==> src/rtl/pser_cfg_pkg.sv <==
package pser_cfg_pkg;

  typedef enum logic [2:0] {
    ST_IDLE, ST_LONG, ST_SHORT, ST_WAITLO,
    ST_RISE, ST_SHIFT, ST_DONEWAIT, ST_TRAIL
  } cfgState_t;

  localparam logic [1:0] ERR_NONE   = 2'd0;
  localparam logic [1:0] ERR_NOLOW  = 2'd1;
  localparam logic [1:0] ERR_NOHIGH = 2'd2;
  localparam logic [1:0] ERR_NODONE = 2'd3;

  // strobes from control to the bit engine
  typedef struct packed {
    logic loadByte;  // capture inData into the shifter
    logic loadZero;  // clear the shifter
    logic go;        // run one serial clock period
  } bitCmd_t;

endpackage

==> src/rtl/pser_cfg_dp.sv <==
module pser_cfg_dp
  import pser_cfg_pkg::*;
#(
  parameter int DIV_HALF = 2
) (
  input  logic       clk,
  input  logic       rstN,
  input  bitCmd_t    cmd,
  input  logic [7:0] inData,
  output logic       cfgData,
  output logic       cfgClk,
  output logic       bitActive
);
  localparam int DIV_W = (DIV_HALF > 1) ? $clog2(DIV_HALF) : 1;

  logic [7:0]       shiftReg;
  logic [DIV_W-1:0] divCnt;
  logic             clkHi;
  logic             phaseEnd;
  logic             bitEnd;

  assign phaseEnd  = bitActive && (divCnt == DIV_W'(DIV_HALF - 1));
  assign bitEnd    = phaseEnd && clkHi;
  assign cfgData   = shiftReg[0];
  assign cfgClk    = clkHi;

  // serial clock: low phase then high phase, DIV_HALF cycles each
  always_ff @(posedge clk or negedge rstN) begin
    if (!rstN) begin
      bitActive <= 1'b0;
      clkHi     <= 1'b0;
      divCnt    <= '0;
    end else if (!bitActive) begin
      if (cmd.go) begin
        bitActive <= 1'b1;
        clkHi     <= 1'b0;
        divCnt    <= '0;
      end
    end else if (phaseEnd) begin
      divCnt <= '0;
      if (clkHi) begin
        clkHi     <= 1'b0;
        bitActive <= 1'b0;
      end else begin
        clkHi <= 1'b1;
      end
    end else begin
      divCnt <= divCnt + 1'b1;
    end
  end

  // shifter advances on the falling edge of the serial clock
  always_ff @(posedge clk or negedge rstN) begin
    if (!rstN)             shiftReg <= '0;
    else if (cmd.loadByte) shiftReg <= inData;
    else if (cmd.loadZero) shiftReg <= '0;
    else if (bitEnd)       shiftReg <= {1'b0, shiftReg[7:1]};
  end

endmodule

==> src/rtl/pser_cfg_ctrl.sv <==
module pser_cfg_ctrl
  import pser_cfg_pkg::*;
#(
  parameter int LONG_DLY   = 400,
  parameter int SHORT_DLY  = 4,
  parameter int CNT_W      = 16,
  parameter int TO_W       = 16,
  parameter int TRAIL_CLKS = 10
) (
  input  logic             clk,
  input  logic             rstN,
  input  logic             start,
  input  logic [CNT_W-1:0] byteCount,
  input  logic [TO_W-1:0]  timeoutLimit,
  input  logic             inValid,
  output logic             inReady,
  input  logic             statusN,
  input  logic             confDone,
  input  logic             bitActive,
  output bitCmd_t          cmd,
  output logic             cfgStartN,
  output logic             pciRstN,
  output logic             busy,
  output logic             done,
  output logic [1:0]       err
);
  localparam int DLY_W   = $clog2(LONG_DLY + 1);
  localparam int TMR_W   = (DLY_W > TO_W) ? DLY_W : TO_W;
  localparam int TRAIL_W = $clog2(TRAIL_CLKS + 1);

  cfgState_t          state;
  logic [TMR_W-1:0]   tmr;
  logic [CNT_W-1:0]   bytesLeft;
  logic [2:0]         bitsLeft;
  logic [TRAIL_W-1:0] trailLeft;
  logic               tmrAtLimit;

  assign tmrAtLimit = (tmr == TMR_W'(timeoutLimit));
  assign cfgStartN  = !(state == ST_SHORT || state == ST_WAITLO);
  assign pciRstN    = (state == ST_IDLE);
  assign busy       = (state != ST_IDLE);

  always_comb begin
    cmd     = '0;
    inReady = 1'b0;
    unique case (state)
      ST_SHIFT: if (!bitActive) begin
        if (bitsLeft != 3'd0) cmd.go = 1'b1;
        else if (bytesLeft != '0) begin
          inReady = 1'b1;
          if (inValid) begin
            cmd.loadByte = 1'b1;
            cmd.go       = 1'b1;
          end
        end
      end
      ST_DONEWAIT: if (!bitActive && !confDone && !tmrAtLimit) begin
        cmd.loadZero = 1'b1;
        cmd.go       = 1'b1;
      end
      ST_TRAIL: if (!bitActive && trailLeft != '0) cmd.go = 1'b1;
      default: ;
    endcase
  end

  always_ff @(posedge clk or negedge rstN) begin
    if (!rstN) begin
      state     <= ST_IDLE;
      tmr       <= '0;
      bytesLeft <= '0;
      bitsLeft  <= '0;
      trailLeft <= '0;
      done      <= 1'b0;
      err       <= ERR_NONE;
    end else begin
      unique case (state)
        ST_IDLE: if (start) begin
          state     <= ST_LONG;
          tmr       <= '0;
          bytesLeft <= byteCount;
          bitsLeft  <= '0;
          done      <= 1'b0;
          err       <= ERR_NONE;
        end
        ST_LONG: if (tmr == TMR_W'(LONG_DLY - 1)) begin
          state <= ST_SHORT;
          tmr   <= '0;
        end else tmr <= tmr + 1'b1;
        ST_SHORT: if (tmr == TMR_W'(SHORT_DLY - 1)) begin
          state <= ST_WAITLO;
          tmr   <= '0;
        end else tmr <= tmr + 1'b1;
        ST_WAITLO: if (!statusN) begin
          state <= ST_RISE;
          tmr   <= '0;
        end else if (tmrAtLimit) begin
          state <= ST_IDLE;
          done  <= 1'b1;
          err   <= ERR_NOLOW;
        end else tmr <= tmr + 1'b1;
        ST_RISE: if (statusN) begin
          state <= ST_SHIFT;
        end else if (tmrAtLimit) begin
          state <= ST_IDLE;
          done  <= 1'b1;
          err   <= ERR_NOHIGH;
        end else tmr <= tmr + 1'b1;
        ST_SHIFT: if (!bitActive) begin
          if (bitsLeft != 3'd0) bitsLeft <= bitsLeft - 1'b1;
          else if (bytesLeft != '0) begin
            if (inValid) begin
              bytesLeft <= bytesLeft - 1'b1;
              bitsLeft  <= 3'd7;
            end
          end else begin
            state <= ST_DONEWAIT;
            tmr   <= '0;
          end
        end
        ST_DONEWAIT: if (!bitActive) begin
          if (confDone) begin
            state     <= ST_TRAIL;
            trailLeft <= TRAIL_W'(TRAIL_CLKS);
          end else if (tmrAtLimit) begin
            state <= ST_IDLE;
            done  <= 1'b1;
            err   <= ERR_NODONE;
          end else tmr <= tmr + 1'b1;
        end
        ST_TRAIL: if (!bitActive) begin
          if (trailLeft != '0) trailLeft <= trailLeft - 1'b1;
          else begin
            state <= ST_IDLE;
            done  <= 1'b1;
          end
        end
        default: state <= ST_IDLE;
      endcase
    end
  end

endmodule

==> src/rtl/pser_cfg_loader.sv <==
module pser_cfg_loader
  import pser_cfg_pkg::*;
#(
  parameter int DIV_HALF   = 2,
  parameter int LONG_DLY   = 400,
  parameter int SHORT_DLY  = 4,
  parameter int CNT_W      = 16,
  parameter int TO_W       = 16,
  parameter int TRAIL_CLKS = 10
) (
  input  logic             clk,
  input  logic             rstN,
  input  logic             start,
  input  logic [CNT_W-1:0] byteCount,
  input  logic [TO_W-1:0]  timeoutLimit,
  input  logic [7:0]       inData,
  input  logic             inValid,
  output logic             inReady,
  input  logic             statusN,
  input  logic             confDone,
  output logic             cfgStartN,
  output logic             cfgData,
  output logic             cfgClk,
  output logic             pciRstN,
  output logic             busy,
  output logic             done,
  output logic [1:0]       err
);
  bitCmd_t bitCmd;
  logic    bitActive;

  pser_cfg_ctrl #(
    .LONG_DLY(LONG_DLY), .SHORT_DLY(SHORT_DLY), .CNT_W(CNT_W),
    .TO_W(TO_W), .TRAIL_CLKS(TRAIL_CLKS)
  ) i_ctrl (
    .clk(clk), .rstN(rstN), .start(start), .byteCount(byteCount),
    .timeoutLimit(timeoutLimit), .inValid(inValid), .inReady(inReady),
    .statusN(statusN), .confDone(confDone), .bitActive(bitActive),
    .cmd(bitCmd), .cfgStartN(cfgStartN), .pciRstN(pciRstN),
    .busy(busy), .done(done), .err(err)
  );

  pser_cfg_dp #(.DIV_HALF(DIV_HALF)) i_dp (
    .clk(clk), .rstN(rstN), .cmd(bitCmd), .inData(inData),
    .cfgData(cfgData), .cfgClk(cfgClk), .bitActive(bitActive)
  );

endmodule

==> config.mk <==
export PLATFORM = sky130hd
export DESIGN_NAME = pser_cfg_loader
export DESIGN_NICKNAME = d
export VERILOG_FILES = /design/src/rtl/pser_cfg_pkg.sv /design/src/rtl/pser_cfg_dp.sv /design/src/rtl/pser_cfg_ctrl.sv /design/src/rtl/pser_cfg_loader.sv
export SDC_FILE = /design/constraint.sdc
export NUM_CORES = 1
export LEC_CHECK = 0
export ABC_AREA = 0
export BUFFER_PORTS_ARGS = -buffer_cell sky130_fd_sc_hd__buf_2
export CAP_MARGIN = 20
export CORE_MARGIN = 4
export CORE_UTILIZATION = 35
export CTS_CLUSTER_DIAMETER = 150
export DETAILED_ROUTE_END_ITERATION = 8
export PLACE_DENSITY = 0.54
export SETUP_SLACK_MARGIN = 0.3
export SYNTH_ARGS = -nofsm -noshare
export SYNTH_HDL_FRONTEND = slang
export SYNTH_SLANG_ARGS = --single-unit
==> constraint.sdc <==
create_clock -name clk -period 4.2 [get_ports clk]
set_input_delay 0 -clock clk [delete_from_list [all_inputs] [get_ports clk]]
set_output_delay 0 -clock clk [all_outputs]
set_load 0.05 [all_outputs]
==> results.sh <==
export IMPL_place_hpwl_mm=6.57
export IMPL_cell_internal_pwr_w=0.000815
export IMPL_cts_reportedPaths_clkPinSlew_ps=100
export IMPL_tritoncts="built"
export IMPL_hold_violations=0
export IMPL_clock_sinks=56
export IMPL_cp_end_kind="flop"
export IMPL_clockPowerShare_pct=27.0
export IMPL_antenna_found_initial=0
export IMPL_synth_fp_nets=479
export IMPL_totalWireLength_mm=9.27
export IMPL_final_common_cell="dfrtp_1"
export IMPL_grtUsageTotal_pct=16.3
export IMPL_cp_max_fo=23
export IMPL_ys_seq_area_share_pct=38.6
export IMPL_cp_arrival_ps=3160
export IMPL_layout_nets=543
export IMPL_fmax_mhz=335
export IMPL_dieArea_um2=12100
export IMPL_post_route_drc_count=0
export IMPL_synth_top_cells_by_area="dfrtp_1 39%, a21oi_1 5.1%, nor2_1 4.9%"
export IMPL_n_fill_cell=1004
export IMPL_place_area_um2=4000
export IMPL_rows=36
export IMPL_port_buffer_count=54
export IMPL_cellLeakagePower_nw=1.93
export IMPL_synth_top_flop_cell="dfrtp_1"
export IMPL_ctsHoldBuffers=19
export IMPL_outcome="completed"
export IMPL_routed_via_density=5.39
export IMPL_hold_path_startpoint="byteCount[14]"
export IMPL_timing_final_crit_share_pct=71.0
export IMPL_cts_htree_levels=2
export IMPL_drt_iter0_markers=297
export IMPL_pwr_share_comb_pct=18.7
export IMPL_die_w_um=110
export IMPL_post_route_min_period_ps=2980
export IMPL_cp_required_ps=4380
export IMPL_cap_violations=0
export IMPL_setup_viol=0
export IMPL_place_gp_congestion=0.835
export IMPL_drtAntennaViolNets=0
export IMPL_netlist_area_leader_share_pct=38.6
export IMPL_synthArstFlopShare_pct=100
export IMPL_crit_slowest_cell="o21ai_2"
export IMPL_max_vdd_ir_drop_v=0.000163
export IMPL_seq_power_share_pct=54.3
export IMPL_yosysTopAreaCell="dfrtp_1"
export IMPL_rsz0062_at_grt="no"
export IMPL_area_delta_synth_final_pct=18.1
export IMPL_post_cts_buffers=0
export IMPL_initial_core_util_pct=36.5
export IMPL_grt_pass1_wl_mm=16.0
export IMPL_ff_latch_area_um2=1400
export IMPL_critPathMaxStageDelay_ps=650
export IMPL_synth_seq_cells=56
export IMPL_num_io_pins=55
export IMPL_grt_max_degree=57
export IMPL_timing_setup_tns_ps=0
export IMPL_grt_ovfl_total=0
export IMPL_swShare_pct=31.0
export IMPL_die_h_um=110
export IMPL_ys_types=67
export IMPL_worst_slew_pin_transition_ps=1010
export IMPL_startpoint="i_ctrl.bytesLeft[0]"
export IMPL_synth_edf_count=0
export IMPL_drv_slew=0
export IMPL_vias=3369
export IMPL_layout_drive_gt1_share_pct=16.9
export IMPL_cts_made_buffers=5
export IMPL_antenna_cells=0
export IMPL_core_region_area_um2=9950
export IMPL_final_cell_mix="56 x dfrtp_1, 54 x buf_2, 47 x nor2_1, 37 x a21oi_1, 35 x o21ai_0"
export IMPL_clockBufferDepth=2
export IMPL_cts_resized=0
export IMPL_place_inst=598
export IMPL_worstPathCellList="inv_1 -> ha_1 -> or4b_1 -> or4_4 -> o211a_1 -> o21ai_2 -> o21bai_1 -> a21boi_0"
export IMPL_grt_pass1_vias=3263
export IMPL_powerDensity_nw_per_um2=275
export IMPL_yosysWarnings=0
export IMPL_multi_input_area_um2=2060
export IMPL_insertion_delay_ps=320
export IMPL_path_delay_family="compound AO/OA/AOI/OAI gates"
export IMPL_p_sw_w=0.000365
export IMPL_slew_headroom_pct=32.6
export IMPL_hold_path_class="primary input to flop"
export IMPL_cp_buffers_inverters=1
export IMPL_wl_per_cell_um=14.8
export IMPL_postLayoutCellArea_um2=4290
export IMPL_cp_start_kind="flop"
export IMPL_drt_pass1_iterations=4
export IMPL_r2r_start="i_ctrl.bytesLeft[0]"
export IMPL_synth_avg_cell_area_um2=8.51
export IMPL_clock_skew_ps=17.0
export IMPL_netlist_instances=427
export IMPL_netlist_area_um2=3630
export IMPL_cts_root_buf="clkbuf_8"
export IMPL_criticalPathCategory="flop to flop"
export IMPL_instances_no_fill=625
metrics by stage:
| step | util, % | hold slack (ps) | power (W) | setup slack (ps) |
|---|---|---|---|---|
| after floorplan | - | -296 | 0.000788 | 1790 |
| after global placement | 40.2 | 204 | 0.000860 | 1300 |
| after detailed placement | 40.2 | 204 | 0.000864 | 1210 |
| after CTS | 43.1 | 7.68 | 0.00120 | 1190 |
| after global routing | 43.1 | 30.7 | 0.00126 | 946 |
| final | 43.1 | 13.6 | 0.00118 | 1220 |
registers in the layout, indices dropped and copies added, names as in the netlist:
register,cells
i_ctrl.done,1
i_ctrl.state,3
i_ctrl.bitsLeft,3
i_dp.shiftReg,8
i_dp.cfgClk,1
i_ctrl.err,2
i_ctrl.tmr,16
i_dp.divCnt,1
i_ctrl.trailLeft,4
i_ctrl.bytesLeft,16
i_dp.bitActive,1
tightest hold or removal path, stage by stage:
cell     delay, ps
buf_2           70
o22ai_1         70
a21oi_1        130
worst paths after layout:
check	endpoint	slack, ps	cells after the start
worst max-delay path	i_ctrl.bytesLeft[3]	1220	8
worst min-delay path	i_ctrl.bytesLeft[14]	10	3
worst max register to register	i_ctrl.bytesLeft[3]	1220	8
worst min register to register	i_ctrl.bytesLeft[9]	520	2
max in group asynchronous	i_ctrl.bytesLeft[3]	3320	3
min in group asynchronous	i_ctrl.err[1]	330	3
routing by layer:
metal / global-route usage [%] / routed length, um / up-vias
li1: - / - / 1702
met3: 2.64 / 299 / 6
met1: 23.9 / 4700 / 1611
met5: 0 / 0 / -
met2: 24.6 / 4210 / 50
met4: 4.45 / 67 / 0
final cells by class:
class / instances / area share [%]
Tap cell: 133 / 3.88
Clock buffer: 5 / 1.60
Multi-Input combinational cell: 331 / 48.0
Timing Repair Buffer: 78 / 11.6
Clock inverter: 3 / 0.584
Sequential cell: 56 / 32.7
Inverter: 19 / 1.66
Yosys cell counts, types with 3 or more instances:
master and instances:
nand4_1 8, o31ai_1 11, nor4_1 9, a311oi_1 3
clkbuf_1 10, inv_1 18, nand2_1 31, a21oi_1 37
nand3_1 17, xor2_1 17, nor3_1 13, a22o_1 5
a31oi_1 9, o211a_1 3, a2bb2oi_1 3, a22oi_1 3
and3_1 4, mux2i_1 10, a211oi_1 3, o2bb2ai_1 3
a21o_1 3, buf_2 7, dfrtp_1 56, ha_1 6
o21ai_0 35, nand2b_1 6, nor2_1 47
kinds of logic after synthesis:
family	Yosys count	synth area share [%]
simple gates	153	20.9
xor+xnor	17	4.10
mux	12	3.38
compound gates	142	25.9
fa+ha+maj	7	2.34
buf+inv	40	4.79
flops	56	38.6
power groups by stage:
| stage | logic (W) | registers, W | clock network [W] |
|---|---|---|---|
| 2_1_floorplan | 0.000119 | 0.000669 | 0 |
| 3_3_place_gp | 0.000208 | 0.000652 | 0 |
| 3_5_place_dp | 0.000210 | 0.000654 | 0 |
| 4_1_cts | 0.000224 | 0.000643 | 0.000334 |
| 5_1_grt | 0.000249 | 0.000652 | 0.000356 |
| 6_report | 0.000221 | 0.000641 | 0.000319 |
(Power assumes the default switching activity.)
